### src/rtl/rag_pkg.sv
package rag_pkg;

    localparam int FRAC_W = 16;

    typedef enum logic [2:0] {
        ST_IDLE,
        ST_PREP,
        ST_DIVX,
        ST_DIVY,
        ST_FIX,
        ST_RUN
    } rag_state_e;

endpackage

### src/rtl/rag_divider.sv
module rag_divider #(
    parameter int NUM_W = 41,
    parameter int DEN_W = 26,
    parameter int QUO_W = 25
) (
    input  logic             clk,
    input  logic             rst_n,
    input  logic             start_i,
    input  logic [NUM_W-1:0] num_i,
    input  logic [DEN_W-1:0] den_i,
    output logic             busy_o,
    output logic             done_o,
    output logic [QUO_W-1:0] quot_o
);

    localparam int CNT_B = $clog2(NUM_W + 1);
    localparam int PRD_W = NUM_W + DEN_W;

    typedef struct packed {
        logic             busy;
        logic             done;
        logic [CNT_B-1:0] cnt;
        logic [NUM_W-1:0] n;
        logic [NUM_W-1:0] numk;
        logic [DEN_W-1:0] den;
        logic [DEN_W-1:0] rem;
        logic [NUM_W-1:0] quo;
    } div_regs_t;

    div_regs_t q, d;
    logic [DEN_W:0] trial;
    logic           qbit;

    always_comb begin
        d     = q;
        d.done = 1'b0;
        trial = {q.rem, q.n[NUM_W-1]};
        qbit  = 1'b0;
        if (start_i) begin
            d.busy = 1'b1;
            d.cnt  = CNT_B'(NUM_W);
            d.n    = num_i;
            d.numk = num_i;
            d.den  = den_i;
            d.rem  = '0;
            d.quo  = '0;
        end else if (q.busy) begin
            if (trial >= {1'b0, q.den}) begin
                d.rem = DEN_W'(trial - {1'b0, q.den});
                qbit  = 1'b1;
            end else begin
                d.rem = trial[DEN_W-1:0];
            end
            d.quo = {q.quo[NUM_W-2:0], qbit};
            d.n   = q.n << 1;
            d.cnt = q.cnt - CNT_B'(1);
            if (q.cnt == CNT_B'(1)) begin
                d.busy = 1'b0;
                d.done = 1'b1;
            end
        end
    end

    always_ff @(posedge clk or negedge rst_n) begin
        if (!rst_n) q <= '0;
        else        q <= d;
    end

    assign busy_o = q.busy;
    assign done_o = q.done;
    assign quot_o = q.quo[QUO_W-1:0];


    quot_exact_chk: assert property (@(posedge clk) disable iff (!rst_n)
        (q.done && q.den != '0) |->
        (PRD_W'(q.quo) * PRD_W'(q.den) + PRD_W'(q.rem) == PRD_W'(q.numk)) && (q.rem < q.den));


    done_idle_div_chk: assert property (@(posedge clk) disable iff (!rst_n)
        q.done |-> !q.busy);

endmodule

### src/rtl/rag_quad.sv
module rag_quad #(
    parameter int ADDR_W = 24,
    parameter int COL_W  = 17
) (
    input  logic [ADDR_W-1:0] rowb_i,
    input  logic [COL_W-1:0]  col_i,
    input  logic [ADDR_W-1:0] stride_i,
    input  logic [1:0]        sub_i,
    output logic [ADDR_W-1:0] addr_o
);

    logic [ADDR_W-1:0] row_off;

    always_comb begin
        row_off = sub_i[1] ? stride_i : '0;
        addr_o  = rowb_i + ADDR_W'(col_i) + row_off + ADDR_W'(sub_i[0]);
    end

endmodule

### src/rtl/ray_addr_gen.sv
module ray_addr_gen
    import rag_pkg::*;
#(
    parameter int RAD_W  = 8,
    parameter int CNT_W  = 8,
    parameter int ADDR_W = 24
) (
    input  logic                clk,
    input  logic                rst_n,
    input  logic                start_i,
    input  logic [RAD_W-1:0]    radius_i,
    input  logic [CNT_W-1:0]    npts_i,
    input  logic [ADDR_W-1:0]   base_i,
    input  logic [ADDR_W-1:0]   stride_i,
    input  logic [FRAC_W:0]     cos_i,
    input  logic [FRAC_W:0]     sin_i,
    output logic [CNT_W-1:0]    ray_o,
    output logic                addr_valid_o,
    input  logic                addr_ready_i,
    output logic [ADDR_W-1:0]   addr_o,
    output logic                done_o
);

    localparam int TRIG_W = FRAC_W + 1;
    localparam int RC_W   = RAD_W + TRIG_W;
    localparam int NUM_W  = RC_W + FRAC_W;
    localparam int DEN_W  = RAD_W + 1 + TRIG_W;
    localparam int DX_W   = RAD_W + FRAC_W + 1;
    localparam int X_W    = CNT_W + DX_W;
    localparam int Y_W    = CNT_W + FRAC_W;
    localparam int COL_W  = X_W - FRAC_W;

    typedef struct packed {
        rag_state_e         state;
        logic [RAD_W-1:0]   r;
        logic [CNT_W-1:0]   n;
        logic [ADDR_W-1:0]  base;
        logic [ADDR_W-1:0]  stride;
        logic [CNT_W-1:0]   ray;
        logic [CNT_W-1:0]   k;
        logic [1:0]         sub;
        logic [NUM_W-1:0]   numy;
        logic [DEN_W-1:0]   deny;
        logic [DX_W-1:0]    dx;
        logic [FRAC_W-1:0]  dy;
        logic [X_W-1:0]     x;
        logic [Y_W-1:0]     y;
        logic [ADDR_W-1:0]  rowb;
        logic               done;
    } agen_regs_t;

    agen_regs_t q, d;

    logic              dv_start, dv_busy, dv_done;
    logic [NUM_W-1:0]  dv_num;
    logic [DEN_W-1:0]  dv_den;
    logic [DX_W-1:0]   dv_quot;
    logic [RAD_W:0]    r_plus1;
    logic [RC_W-1:0]   rc_x, rs_y;
    logic [CNT_W-1:0]  n1;
    logic [Y_W-1:0]    y_nx;

    rag_divider #(
        .NUM_W (NUM_W),
        .DEN_W (DEN_W),
        .QUO_W (DX_W)
    ) i_div (
        .clk     (clk),
        .rst_n   (rst_n),
        .start_i (dv_start),
        .num_i   (dv_num),
        .den_i   (dv_den),
        .busy_o  (dv_busy),
        .done_o  (dv_done),
        .quot_o  (dv_quot)
    );

    always_comb begin
        d        = q;
        d.done   = 1'b0;
        dv_start = 1'b0;
        dv_num   = '0;
        dv_den   = '0;
        r_plus1  = {1'b0, q.r} + (RAD_W+1)'(1);
        rc_x     = RC_W'(q.r) * RC_W'(cos_i);
        rs_y     = RC_W'(q.r) * RC_W'(sin_i);
        n1       = q.n - CNT_W'(1);
        y_nx     = q.y + Y_W'(q.dy);
        unique case (q.state)
            ST_IDLE: begin
                if (start_i) begin
                    d.r      = radius_i;
                    d.n      = npts_i;
                    d.base   = base_i;
                    d.stride = stride_i;
                    d.ray    = '0;
                    if (npts_i == '0) d.done  = 1'b1;
                    else              d.state = ST_PREP;
                end
            end
            ST_PREP: begin
                dv_start = 1'b1;
                dv_num   = {rc_x, {FRAC_W{1'b0}}};
                dv_den   = DEN_W'({r_plus1, {FRAC_W{1'b0}}}) - DEN_W'(rc_x);
                d.numy   = {rs_y, {FRAC_W{1'b0}}};
                d.deny   = DEN_W'(r_plus1) * DEN_W'(sin_i);
                d.state  = ST_DIVX;
            end
            ST_DIVX: begin
                if (dv_done) begin
                    d.dx     = dv_quot;
                    dv_start = 1'b1;
                    dv_num   = q.numy;
                    dv_den   = q.deny;
                    d.state  = ST_DIVY;
                end
            end
            ST_DIVY: begin
                if (dv_done) begin
                    d.dy    = FRAC_W'(dv_quot);
                    d.state = ST_FIX;
                end
            end
            ST_FIX: begin
                d.x     = X_W'(n1) * X_W'(q.dx);
                d.y     = '0;
                d.rowb  = q.base;
                d.k     = '0;
                d.sub   = '0;
                d.state = ST_RUN;
            end
            ST_RUN: begin
                if (addr_ready_i) begin
                    d.sub = q.sub + 2'd1;
                    if (q.sub == 2'd3) begin
                        if (q.k == n1) begin
                            if (q.ray == n1) begin
                                d.state = ST_IDLE;
                                d.done  = 1'b1;
                            end else begin
                                d.ray   = q.ray + CNT_W'(1);
                                d.state = ST_PREP;
                            end
                        end else begin
                            d.k = q.k + CNT_W'(1);
                            d.x = q.x - X_W'(q.dx);
                            d.y = y_nx;
                            if (y_nx[Y_W-1:FRAC_W] != q.y[Y_W-1:FRAC_W])
                                d.rowb = q.rowb + q.stride;
                        end
                    end
                end
            end
            default: d.state = ST_IDLE;
        endcase
    end

    always_ff @(posedge clk or negedge rst_n) begin
        if (!rst_n) begin
            q       <= '0;
            q.state <= ST_IDLE;
        end else begin
            q <= d;
        end
    end

    rag_quad #(
        .ADDR_W (ADDR_W),
        .COL_W  (COL_W)
    ) i_quad (
        .rowb_i   (q.rowb),
        .col_i    (q.x[X_W-1:FRAC_W]),
        .stride_i (q.stride),
        .sub_i    (q.sub),
        .addr_o   (addr_o)
    );

    assign ray_o        = q.ray;
    assign addr_valid_o = (q.state == ST_RUN);
    assign done_o       = q.done;


    hold_addr_chk: assert property (@(posedge clk) disable iff (!rst_n)
        (addr_valid_o && !addr_ready_i) |=> (addr_valid_o && $stable(addr_o)));


    stall_div_chk: assert property (@(posedge clk) disable iff (!rst_n)
        dv_busy |-> !addr_valid_o);


    done_pulse_chk: assert property (@(posedge clk) disable iff (!rst_n)
        done_o |=> !done_o);


    done_quiet_chk: assert property (@(posedge clk) disable iff (!rst_n)
        done_o |-> !addr_valid_o);


    ray_range_chk: assert property (@(posedge clk) disable iff (!rst_n)
        addr_valid_o |-> (ray_o < q.n));

endmodule

### config.mk
export PLATFORM = sky130hd
export DESIGN_NAME = ray_addr_gen
export DESIGN_NICKNAME = d
export VERILOG_FILES = /design/src/rtl/rag_pkg.sv /design/src/rtl/rag_divider.sv /design/src/rtl/rag_quad.sv /design/src/rtl/ray_addr_gen.sv
export SDC_FILE = /design/constraint.sdc
export NUM_CORES = 2
export LEC_CHECK = 0
export ABC_CLOCK_PERIOD_IN_PS = 6400
export BUFFER_PORTS_ARGS = -buffer_cell sky130_fd_sc_hd__buf_2
export CAP_MARGIN = 20
export CORE_ASPECT_RATIO = 0.5
export CORE_MARGIN = 5
export CORE_UTILIZATION = 50
export DETAILED_ROUTE_END_ITERATION = 10
export PLACE_DENSITY = 0.73
export SETUP_SLACK_MARGIN = 0.1
export SYNTH_ARGS = -nofsm -noshare
export SYNTH_HDL_FRONTEND = slang
export SYNTH_SLANG_ARGS = --single-unit
### constraint.sdc
create_clock -name clk -period 6.4 [get_ports clk]
set_clock_uncertainty 0.1 [all_clocks]
set_input_delay 0.64 -clock clk [delete_from_list [all_inputs] [get_ports clk]]
set_output_delay 0.64 -clock clk [all_outputs]
set_load 0.02 [all_outputs]
==> impl_results.md <==
* Routability-driven placement congestion ratio at 0.921
* Clk slew on worst S/H paths at about 0.080 ns
* Largest family of logic cells by synthesized area: adder cells
* PnR Total Power at just under 7 mW
* Clock power frac at about two fifths
* Run status: finished, final reports clean
* Top cell type's share of synthesized area at a little under a quarter
* Remaining Overflow, GRT at 0
* Post-Route Utilization at 57.1%
* Setup crit end kind: register
* Post-Route WL at 111000 um
* CORE AREA at between 80000 and 90000 um2
* Cell internal pwr at 4.66 mW
* Max Freq at 161 MHz
* Kind of critical path: register to register
* Compound-cell area share of the yosys netlist at between 10% and 20%
* CP Data Required Time at around 6.7 ns
* Seq/Total Area, Yosys at 22.7%
* Mux cell area share after synthesis at 3.95%
* Cell taking the most area after synthesis: dfrtp_1
* Area of the multi-input gates at 30100 um2
* Worst hold path type: input port to register
* Fin. Hold Viols at 0
* Antenna diode count at 0
* Yosys reg bits at about 380
* Largest cells by area after synthesis: dfrtp_1 (23%), fa_1 (21%), ha_1 (9.8%)
* MaxCap Viol Count at 0
* Syn nets at 5470
* Count of pins over their slew limit at 0
* Die Ht at 214 um
* Antenna violations before repair at 2
* Gate power share at about 23%
* Number of port buffers at 135
* Synth unique cells at 85
* Slew HR at 29.7%
* Layout cells sized above 1 at 13.3%
* Post-Synth Adder-Cell Area at between 30% and 40%
* Post-synth top cells: inv_1 (541), nand2_1 (541), fa_1 (446)
* Dpl hpwl at between 80000 and 90000 um
* Vias in the first global route at 34524
* Pre-CTS setup slack at -0.207 ns
* CTS buffer count at 41
* Die area at 89300 um2
* Worst-skew pair later-pin latency at between 0.5 and 0.6 ns
* Tightest Pin Transition at ~1.1 ns
* Synth Area in Simple Gates at 17.4%
* First drt pass iteration count at 6
* Longest Clk Path Bufs at 3
* Syn. warnings at 0
* RSZ-0062 raised after global routing: yes
* Synth Cell Area at 41500 um2
* Switching part of the total power at 32.1%
* Register Area at roughly 9400 um2
* Worst reg-to-reg setup slack at ~0.18 ns
* Post-Synth XOR/XNOR Area at 4.62%
* Rows at 74
* # H-tree levels at 2
* Setup violators final at 0
* Largest net degree at the start of global routing at 84
* DRT antenna net count at 0
* Leak at 22.4 nW
* Synth Area per Inst at 9.03 um2
* Ys flop type: dfrtp_1
* I/O pins at 136
* CP arrival at approximately 6.5 ns
* Power per cell area at ~150 nW/um2
* # DRC at 0
* Max FO, Critical Path at 6
* Synthesis-to-layout area growth at 12.7%
* Asr flop ratio synth at 100%
* TritonCTS clock tree: done
* Period utilization at 97.2%
* Finished Cell Area at 46800 um2
* Worst Slack Setup Final at 0.180 ns
* Vias per cell at 5.72
* Placed Area at 44200 um2
* Net Sw Power at 2.21 mW
* Nets at ~5700
* First-pass GRT wire length at 178000 um
* Sequential power share at 38.3%
* Clock Sinks at between 300 and 400
* Startpoint Class: register
* Die width at 418 um
* Post-layout min period at 6.22 ns
* Initial Util at 50.7%
* Post-synth EDFFs at 0
* Max VDD drop at 0.195 mV
* Tot GR Track Use at between 20 and 25%
* DR iter-0 viols at approximately 2400
* FILL cells at 6997
* WL/cell at 18.8 um
* Cells after Synth at around 4600
* Via count at 33848
* Clock root buffer: clkbuf_16
## timing repair
item / in CTS / in global routing
resized for setup: 21 / 149
pin swaps: 6 / 83
endpoints found under the setup margin: 13 / 34
hold buffers: 1 / 0
hold endpoints to repair: 57 / 0
setup buffers: 4 / 22
## power groups by stage
stage	Combinational [mW]	Clock [mW]	Sequential, mW
global route	1.72	2.84	2.64
global placement	1.48	0	2.66
finish	1.55	2.69	2.63
floorplan	1.08	0	2.60
CTS	1.52	2.74	2.62
detailed placement	1.51	0	2.67
## registers in the layout, indices dropped and copies added (netlist names)
signal	count
i_div.quot_o	25
i_div.q	98
ray_o	8
i_div.done_o	1
done_o	1
q	243
i_div.busy_o	1
## area by class of cell
cell class	instances	area share, %
clock buffers	47	2.33
clock inverters	29	0.904
inverters	543	4.36
multi-input cells	3482	64.4
flip-flops and latches	377	20.2
well taps	1102	2.95
repair buffers	334	4.91
## critical path: stages (launching register included)
cell and delay, ns:
dfrtp_2 0.43, buf_12 0.14, and2_1 0.15, fa_1 0.50
fa_1 0.50, fa_1 0.49, inv_1 0.05, fa_1 0.49
inv_2 0.05, ha_4 0.27, buf_6 0.11, and3_4 0.18
o211ai_1 0.14, nor3_4 0.22, nor3_2 0.08, a221o_1 0.34
nand2b_1 0.13, xnor2_2 0.09, ha_1 0.34, nand2_2 0.10
a2111oi_4 0.25, nand4_1 0.23, a31oi_4 0.32, a2111oi_4 0.10
a31oi_1 0.15, o211ai_1 0.11
## metrics by stage
stage | hold slack, ns | setup TNS (ns) | cells
global placement | 0.352 | -0.323 | 5810
floorplan | 0.244 | 0 | 4597
detailed placement | 0.358 | -1.32 | 5811
finish | 0.172 | 0 | 5914
global route | 0.150 | -0.0449 | 5914
CTS | 0.134 | 0 | 5892
## path summary, 6_finish.rpt
path	start	to	depth (start not counted)
worst min-delay path	stride_i[20]	q[228]$_DFFE_PN0P_	2
min in group asynchronous	rst_n	q[139]$_DFFE_PN0P_	2
max in group asynchronous	rst_n	q[271]$_DFFE_PN0P_	3
worst max register to register	q[269]$_DFFE_PN0P_	i_div.q[90]$_DFFE_PN0P_	25
worst max-delay path	q[269]$_DFFE_PN0P_	i_div.q[90]$_DFFE_PN0P_	25
worst min register to register	q[165]$_DFFE_PN0P_	q[165]$_DFFE_PN0P_	2
## cells in the final DEF, fill, tap and decap left out, types with 23 or more instances in the layout
cell type,synthesis,routed
a21oi_1,166,155
clkbuf_16,0,41
o21ai_0,224,209
nand4_1,23,23
buf_2,10,134
nor3_1,62,57
inv_1,541,539
nand3_1,67,62
a22oi_1,46,46
fa_1,446,438
xor2_1,85,83
a21o_1,81,80
buf_4,12,180
o31ai_1,29,26
mux2i_1,76,75
ha_1,325,304
and3_1,26,25
nand2b_1,57,56
a31oi_1,29,27
and2_1,321,313
nor2_1,299,293
o21a_1,34,33
o211ai_1,25,25
nor2b_1,37,37
dfrtp_1,377,369
nand2_1,541,532
a211oi_1,38,34
xnor2_1,132,125
mux2_2,78,78
## kinds of logic (layout without fill, tap and decap cells)
family | count (synthesis) | in the layout
and+or+nand+nor | 1501 | 1501
AOI/OAI and AO/OA | 838 | 838
adders and majority gates | 771 | 771
buffers and inverters | 738 | 953
DFF | 377 | 377
xor gates and xnor gates | 218 | 218
muxes | 154 | 154
## routing by layer
metal | share of wire (%) | up-vias | track usage [%] | wire length, um
met5 | 0.0063 | - | 0 | 7
met4 | 3.8 | 2 | 9.01 | 4240
met3 | 5.8 | 233 | 3.27 | 6430
met2 | 48 | 1080 | 41.4 | 52900
met1 | 43 | 16943 | 32.4 | 47500
li1 | - | 15590 | - | -
(Power assumes the default switching activity.)
